$ cat config.mk
export PLATFORM = sky130hd
export DESIGN_NAME = vseg_decoder
export DESIGN_NICKNAME = d
export VERILOG_FILES = /design/src/rtl/vseg_pkg.sv /design/src/rtl/vseg_priv_resolve.sv /design/src/rtl/vseg_classify.sv /design/src/rtl/vseg_ctrl.sv /design/src/rtl/vseg_decoder.sv
export SDC_FILE = /design/constraint.sdc
export NUM_CORES = 1
export LEC_CHECK = 0
export ABC_AREA = 1
export BUFFER_PORTS_ARGS = -buffer_cell sky130_fd_sc_hd__buf_2
export CORE_MARGIN = 8
export CORE_UTILIZATION = 28
export CTS_CLUSTER_DIAMETER = 200
export DETAILED_ROUTE_END_ITERATION = 10
export GPL_TIMING_DRIVEN = 0
export PLACE_DENSITY_LB_ADDON = 0.12
export SYNTH_ARGS = -nofsm -noshare
export SYNTH_HDL_FRONTEND = slang
export SYNTH_SLANG_ARGS = --single-unit
export TNS_END_PERCENT = 30
$ cat constraint.sdc
create_clock -name clk -period 2.4 [get_ports clk]
set_input_delay 0.24 -clock clk [delete_from_list [all_inputs] [get_ports clk]]
set_output_delay 0.24 -clock clk [all_outputs]
set_load 0.02 [all_outputs]
$ cat src/rtl/vseg_pkg.sv
package vseg_pkg;

    localparam int ADDR_W   = 32;
    localparam int WIN_BITS = 29;              // each direct window spans 2^WIN_BITS bytes
    localparam int NUM_WIN  = 2;
    localparam int TAG_W    = ADDR_W - WIN_BITS;

    typedef enum logic [1:0] {
        PRIV_KERN = 2'd0,
        PRIV_SUPV = 2'd1,
        PRIV_USER = 2'd2,
        PRIV_RSVD = 2'd3
    } priv_e;

    typedef enum logic [1:0] {
        EXC_NONE   = 2'd0,
        EXC_ADDR_LD = 2'd1,
        EXC_ADDR_ST = 2'd2,
        EXC_TLB    = 2'd3
    } exc_e;

    typedef enum logic [1:0] {
        SEG_DIRECT = 2'd0,
        SEG_MAPPED = 2'd1,
        SEG_ERROR  = 2'd2
    } seg_e;

    typedef struct packed {
        seg_e              kind;
        exc_e              exc;
        logic [ADDR_W-1:0] paddr;
    } decode_t;

    // Base of direct kernel window i (windows sit back to back from the top half).
    function automatic logic [ADDR_W-1:0] win_base(input int idx);
        logic [ADDR_W-1:0] b;
        b = {1'b1, {(ADDR_W-1){1'b0}}};
        b = b + (ADDR_W'(idx) << WIN_BITS);
        return b;
    endfunction

    function automatic exc_e addr_err_code(input logic is_store);
        return is_store ? EXC_ADDR_ST : EXC_ADDR_LD;
    endfunction

endpackage

$ cat src/rtl/vseg_priv_resolve.sv
module vseg_priv_resolve
    import vseg_pkg::*;
(
    input  logic [1:0] mode_field,
    input  logic       exl_bit,
    input  logic       erl_bit,
    output priv_e      eff_priv
);
    always_comb begin
        if (exl_bit || erl_bit) begin
            eff_priv = PRIV_KERN;
        end else begin
            unique case (mode_field)
                2'd1:    eff_priv = PRIV_SUPV;
                2'd2:    eff_priv = PRIV_USER;
                default: eff_priv = PRIV_KERN;   // 0 and the reserved code 3
            endcase
        end
    end
endmodule

$ cat src/rtl/vseg_classify.sv
module vseg_classify
    import vseg_pkg::*;
(
    input  logic [ADDR_W-1:0] vaddr,
    input  logic              is_store,
    input  priv_e             eff_priv,
    output decode_t           dec
);
    logic [NUM_WIN-1:0]              win_hit;
    logic [NUM_WIN-1:0][ADDR_W-1:0]  win_pa;

    genvar gi;
    generate
        for (gi = 0; gi < NUM_WIN; gi++) begin : g_win
            localparam logic [ADDR_W-1:0] BASE = win_base(gi);
            assign win_hit[gi] = (vaddr[ADDR_W-1:WIN_BITS] == BASE[ADDR_W-1:WIN_BITS]);
            assign win_pa[gi]  = vaddr - BASE;
        end
    endgenerate

    logic supv_legal;
    assign supv_legal = (vaddr[ADDR_W-1 -: 3] == 3'b000) || (vaddr[ADDR_W-1 -: 3] == 3'b110);

    always_comb begin
        dec.kind  = SEG_MAPPED;
        dec.exc   = EXC_NONE;
        dec.paddr = '0;
        unique case (eff_priv)
            PRIV_SUPV: begin
                if (!supv_legal) begin
                    dec.kind = SEG_ERROR;
                    dec.exc  = addr_err_code(is_store);
                end
            end
            PRIV_USER: begin
                if (vaddr[ADDR_W-1]) begin
                    dec.kind = SEG_ERROR;
                    dec.exc  = addr_err_code(is_store);
                end
            end
            default: begin
                for (int i = 0; i < NUM_WIN; i++) begin
                    if (win_hit[i]) begin
                        dec.kind  = SEG_DIRECT;
                        dec.paddr = win_pa[i];
                    end
                end
            end
        endcase
    end
endmodule

$ cat src/rtl/vseg_ctrl.sv
module vseg_ctrl
    import vseg_pkg::*;
(
    input  logic              clk,
    input  logic              rst,
    input  logic              req_valid,
    input  logic [ADDR_W-1:0] req_vaddr,
    input  logic              req_store,
    input  decode_t           dec,
    output logic              req_ready,
    output logic              rsp_valid,
    output logic [ADDR_W-1:0] rsp_paddr,
    output exc_e              rsp_exc,
    output logic              tlb_req_valid,
    output logic [ADDR_W-1:0] tlb_vaddr,
    output logic              tlb_store,
    input  logic              tlb_rsp_valid,
    input  logic [ADDR_W-1:0] tlb_rsp_paddr,
    input  logic              tlb_fault
);
    typedef enum logic [1:0] {ST_IDLE, ST_TLB, ST_RESP} state_e;

    state_e            state_q;
    logic [ADDR_W-1:0] va_q;
    logic              st_q;
    logic [ADDR_W-1:0] pa_q;
    exc_e              exc_q;

    always_ff @(posedge clk) begin
        if (rst) begin
            state_q <= ST_IDLE;
            va_q    <= '0;
            st_q    <= 1'b0;
            pa_q    <= '0;
            exc_q   <= EXC_NONE;
        end else begin
            unique case (state_q)
                ST_IDLE: begin
                    if (req_valid) begin
                        if (dec.kind == SEG_MAPPED) begin
                            state_q <= ST_TLB;
                            va_q    <= req_vaddr;
                            st_q    <= req_store;
                        end else begin
                            state_q <= ST_RESP;
                            pa_q    <= dec.paddr;
                            exc_q   <= dec.exc;
                        end
                    end
                end
                ST_TLB: begin
                    if (tlb_fault) begin
                        state_q <= ST_RESP;
                        pa_q    <= '0;
                        exc_q   <= EXC_TLB;
                    end else if (tlb_rsp_valid) begin
                        state_q <= ST_RESP;
                        pa_q    <= tlb_rsp_paddr;
                        exc_q   <= EXC_NONE;
                    end
                end
                default: state_q <= ST_IDLE;
            endcase
        end
    end

    assign req_ready     = (state_q == ST_IDLE);
    assign rsp_valid     = (state_q == ST_RESP);
    assign rsp_paddr     = pa_q;
    assign rsp_exc       = exc_q;
    assign tlb_req_valid = (state_q == ST_TLB);
    assign tlb_vaddr     = va_q;
    assign tlb_store     = st_q;

    // an unanswered TLB request stays up with the same address and type
    p_tlb_hold_r8: assert property (@(posedge clk) disable iff (rst)
        (tlb_req_valid && !tlb_rsp_valid && !tlb_fault) |=>
            (tlb_req_valid && $stable(tlb_vaddr) && $stable(tlb_store)));

    // an answered TLB request yields a response on the next cycle
    p_tlb_answer_r9: assert property (@(posedge clk) disable iff (rst)
        (tlb_req_valid && (tlb_rsp_valid || tlb_fault)) |=> rsp_valid);
endmodule

$ cat src/rtl/vseg_decoder.sv
module vseg_decoder
    import vseg_pkg::*;
(
    input  logic        clk,
    input  logic        rst,
    input  logic        req_valid,
    output logic        req_ready,
    input  logic [31:0] req_vaddr,
    input  logic        req_store,
    input  logic [1:0]  mode_field,
    input  logic        exl_bit,
    input  logic        erl_bit,
    output logic        rsp_valid,
    output logic [31:0] rsp_paddr,
    output logic [1:0]  rsp_exc,
    output logic        tlb_req_valid,
    output logic [31:0] tlb_vaddr,
    output logic        tlb_store,
    input  logic        tlb_rsp_valid,
    input  logic [31:0] tlb_rsp_paddr,
    input  logic        tlb_fault
);
    priv_e   eff_priv;
    decode_t dec;
    exc_e    exc_w;
    logic    accept;

    vseg_priv_resolve u_priv (
        .mode_field (mode_field),
        .exl_bit    (exl_bit),
        .erl_bit    (erl_bit),
        .eff_priv   (eff_priv)
    );

    vseg_classify u_cls (
        .vaddr    (req_vaddr),
        .is_store (req_store),
        .eff_priv (eff_priv),
        .dec      (dec)
    );

    vseg_ctrl u_ctrl (
        .clk           (clk),
        .rst           (rst),
        .req_valid     (req_valid),
        .req_vaddr     (req_vaddr),
        .req_store     (req_store),
        .dec           (dec),
        .req_ready     (req_ready),
        .rsp_valid     (rsp_valid),
        .rsp_paddr     (rsp_paddr),
        .rsp_exc       (exc_w),
        .tlb_req_valid (tlb_req_valid),
        .tlb_vaddr     (tlb_vaddr),
        .tlb_store     (tlb_store),
        .tlb_rsp_valid (tlb_rsp_valid),
        .tlb_rsp_paddr (tlb_rsp_paddr),
        .tlb_fault     (tlb_fault)
    );

    assign rsp_exc = exc_w;
    assign accept  = req_valid && req_ready;

    // status-bit override plus lower kernel window, answered next cycle
    p_kwin0_r3: assert property (@(posedge clk) disable iff (rst)
        (accept && (exl_bit || erl_bit) && req_vaddr[31:29] == 3'b100) |=>
            (rsp_valid && !tlb_req_valid && rsp_exc == 2'd0 &&
             rsp_paddr == {3'b000, $past(req_vaddr[28:0])}));

    // upper kernel window
    p_kwin1_r4: assert property (@(posedge clk) disable iff (rst)
        (accept && mode_field == 2'd0 && req_vaddr[31:29] == 3'b101) |=>
            (rsp_valid && rsp_exc == 2'd0 &&
             rsp_paddr == {3'b000, $past(req_vaddr[28:0])}));

    // user-mode high address gives a load or store address error
    p_user_err_r6: assert property (@(posedge clk) disable iff (rst)
        (accept && mode_field == 2'd2 && !exl_bit && !erl_bit && req_vaddr[31]) |=>
            (rsp_valid && !tlb_req_valid && rsp_paddr == 32'd0 &&
             rsp_exc == ($past(req_store) ? 2'd2 : 2'd1)));

    // busy through the response cycle, and the response is a single pulse
    p_busy_r10: assert property (@(posedge clk) disable iff (rst)
        rsp_valid |-> (!req_ready && !tlb_req_valid));

    p_pulse_r10: assert property (@(posedge clk) disable iff (rst)
        rsp_valid |=> (!rsp_valid && req_ready));

    // the TLB port is only driven while the block is busy
    p_tlb_busy_r8: assert property (@(posedge clk) disable iff (rst)
        $onehot0({tlb_req_valid, req_ready, rsp_valid}));
endmodule

==> flow_summary.yaml <==
synthesis:
  synthTopCellsByArea: "dfxtp_1, nand2_1, a21oi_1, nand3b_1, nand4_1"
  postSynth.asyncResetShare_pct: 0
  syn_area_per_cell_um2: 6.904
  synth-edff-count: 0
  ys.flop_type: "dfxtp_1"
  yosysUniqueCellTypes: 23
  ys_seq_elements: 69
  yosysWarnings: 0
  yosys.area.top_type: "dfxtp_1"
  synth_common_cells: "nand2_1, dfxtp_1, a21oi_1"
  synth_seq_area_share_pct: 39.08
  postSynthCellCount: 512
  syn_area_mm2: 0.003535
  synth_nets: 592
  synth_most_common_cell: "nand2_1"
  synth_top_area_share_pct: 39.08
floorplanning:
  ioPinCount: 144
  die-area_mm2: 0.01648
  start_util_pct: 28.35
  core_mm2: 0.01247
  die_h_um: 128.4
  rows: 41
  die_w_um: 128.4
cts:
  cts_max_level: 3
  cts_inserted_buffers: 9
  cts_root_buf: "clkbuf_16"
  cts_hold_buf: 0
  clock_path_buffers: 2
  post_cts_resized: 0
  numClockSinks: 69
  post_cts.repair.setup_buffers: 0
  cts.clk_slew.worst_paths_ns: 0.06
  insertion_delay_ns: 0.33
  cts_tree: "done"
global_routing:
  gr-max-usage-layer: "met2"
  met2_usage_pct: 24.79
  grt_pass1_vias: 3802
  grt_start_max_net_pins: 11
  grt_pass1_wl_um: 19710
  antenna_found_initial: 2
  grt_use_total_pct: 15.28
  use_met1_pct: 18.78
  grt_overflow: 0
  use_met3_pct: 3.930
routing:
  num_vias: 3841
  dr.pass1.iters: 4
  wirelength_um: 12880
  wl_per_cell_um: 15.30
  detail-route-antenna-nets: 0
  drcViolationCount: 0
  viasPerCell: 4.562
  drt-initial-drc-count: 202
worst_setup_path:
  cp_max_fo: 10
  critPathCaptureType: "register"
  critical_path_class: "in2reg"
  worstSetupStartpointType: "primary input"
  slowest_delay_ns: 0.40
  cp_data_arrival_time_ns: 2.24
  critPathTopFamily: "simple AND/OR/NAND/NOR gates"
  crit_path_frequent_cell: "inv_1"
  crit_chain: "buf_2, nor2_1, inv_1, nor3_1, inv_1, ha_1, inv_1, nand2_2, nand2_2, buf_6, buf_2, nand3b_1, nand2_1, nor2_1"
  cp.required_ns: 2.62
  cpMaxStageDelayCell: "ha_1"
  crit_buf_inv: 6
power:
  ir_drop_mv: 0.2811
  total_power_mw: 3.598
  leakage_nw: 2.350
  power.density_mw_per_mm2: 755.0
placed_design:
  dp_hpwl_um: 10620
  io_buffers: 142
  gp_congestion: 0.8722
  placed_cell_area_mm2: 0.004461
run:
  drv_cap: 0
timing:
  worst_pin_slew_ns: 0.4726
  fin_skew_ns: 0.003968
  slew_viol_final: 0
  fmax_mhz: 495.8
  min_period_ns: 2.017
  rsz0062_at_grt: "false"
  finalCritPeriodShare_pct: 84.03
  hold_viol_final: 0
  slew_headroom_pct: 68.50
  hold_slack_ns: 0.2002
  setup_viol: 0
  fin_tns_setup_ns: 0
status:
  status: "complete, no violations"
finish:
  finalInstanceArea_mm2: 0.004766
  fin_nets: 745
  drive_above_1_share_pct: 29.04
  area_growth_pct: 34.83
worst_hold_path:
  min_path_type: "in2reg"
-- layout make-up --
type                       count  area (um2)
timing repair buffer         142       710.7
fill                        1403        7700
antenna                        2       5.005
clock inverter                 1       30.03
multi-input combinational    381        1858
buffer                        42       220.2
sequential                    69        1381
tap                          172       215.2
clock buffer                  13       270.3
inverter                      20       75.07
-- metrics by stage --
stage | utilization (%) | cells | worst slack (ns)
CTS | 38.19 | 840 | 0.3833
global placement | 35.78 | 826 | 0.08554
global route | 38.21 | 841 | 0.2222
floorplan | - | 512 | 0.5033
detailed placement | 35.78 | 826 | 0.03530
finish | 38.23 | 842 | 0.3832
-- worst min-delay path: stages --
cell and delay [ns]:
buf_2 0.11, nand4_1 0.07, a21oi_1 0.06
-- cell families (layout without fill, tap and decap cells) --
group           after synthesis  in the layout  share of synthesized area, %
simple gates                303            303                         39.79
compound gates               72             72                         10.65
flops                        69             69                         39.08
buf+inv                      62            218                         8.353
other cells                   0              2                             0
fa+ha+maj                     6              6                         2.124
-- registers in the layout (all words and copies together) (netlist names) --
register and count:
u_ctrl.rsp_paddr 32, u_ctrl.tlb_store 1, u_ctrl.tlb_vaddr 32, u_ctrl.rsp_exc 2
u_ctrl.state_q 2
-- worst paths after layout --
| kind | slack (ns) | endpoint | depth (start not counted) | startpoint |
|---|---|---|---|---|
| setup / recovery | 0.38 | u_ctrl.rsp_paddr[17]$_SDFFE_PP0P_ | 14 | erl_bit |
| hold reg to reg | 0.46 | u_ctrl.tlb_vaddr[2]$_SDFFE_PP0P_ | 2 | u_ctrl.tlb_vaddr[2]$_SDFFE_PP0P_ |
| setup reg to reg | 0.74 | u_ctrl.rsp_paddr[14]$_SDFFE_PP0P_ | 8 | u_ctrl.state_q[0]$_SDFFE_PP0P_ |
| hold / removal | 0.20 | u_ctrl.tlb_vaddr[17]$_SDFFE_PP0P_ | 3 | req_vaddr[17] |
-- layer usage --
| layer | vias up | wire, um |
|---|---|---|
| met5 | - | 0 |
| met1 | 1725 | 5983 |
| met3 | 14 | 694 |
| met2 | 90 | 6017 |
| met4 | 0 | 185 |
| li1 | 2012 | - |
-- placed cells by master, fill, tap and decap left out, drive strengths merged, types with 2 or more instances in the layout --
| master | instances |
|---|---|
| buf | 172 |
| nand2 | 148 |
| o21a | 2 |
| nand4 | 33 |
| inv | 19 |
| nor3 | 2 |
| dfxtp | 69 |
| clkbuf | 25 |
| diode | 2 |
| o21ai | 2 |
| a21oi | 68 |
| nor2 | 50 |
| nand3 | 41 |
| nand3b | 28 |
| ha | 6 |
-- report_power, final --
| part | switching (mW) | internal, mW | total (mW) | leakage (nW) |
|---|---|---|---|---|
| Clock | 0.470 | 0.878 | 1.35 | 0.148 |
| Sequential | 0.0622 | 1.26 | 1.32 | 0.566 |
| Combinational | 0.598 | 0.333 | 0.931 | 1.64 |
(Power assumes the default switching activity.)
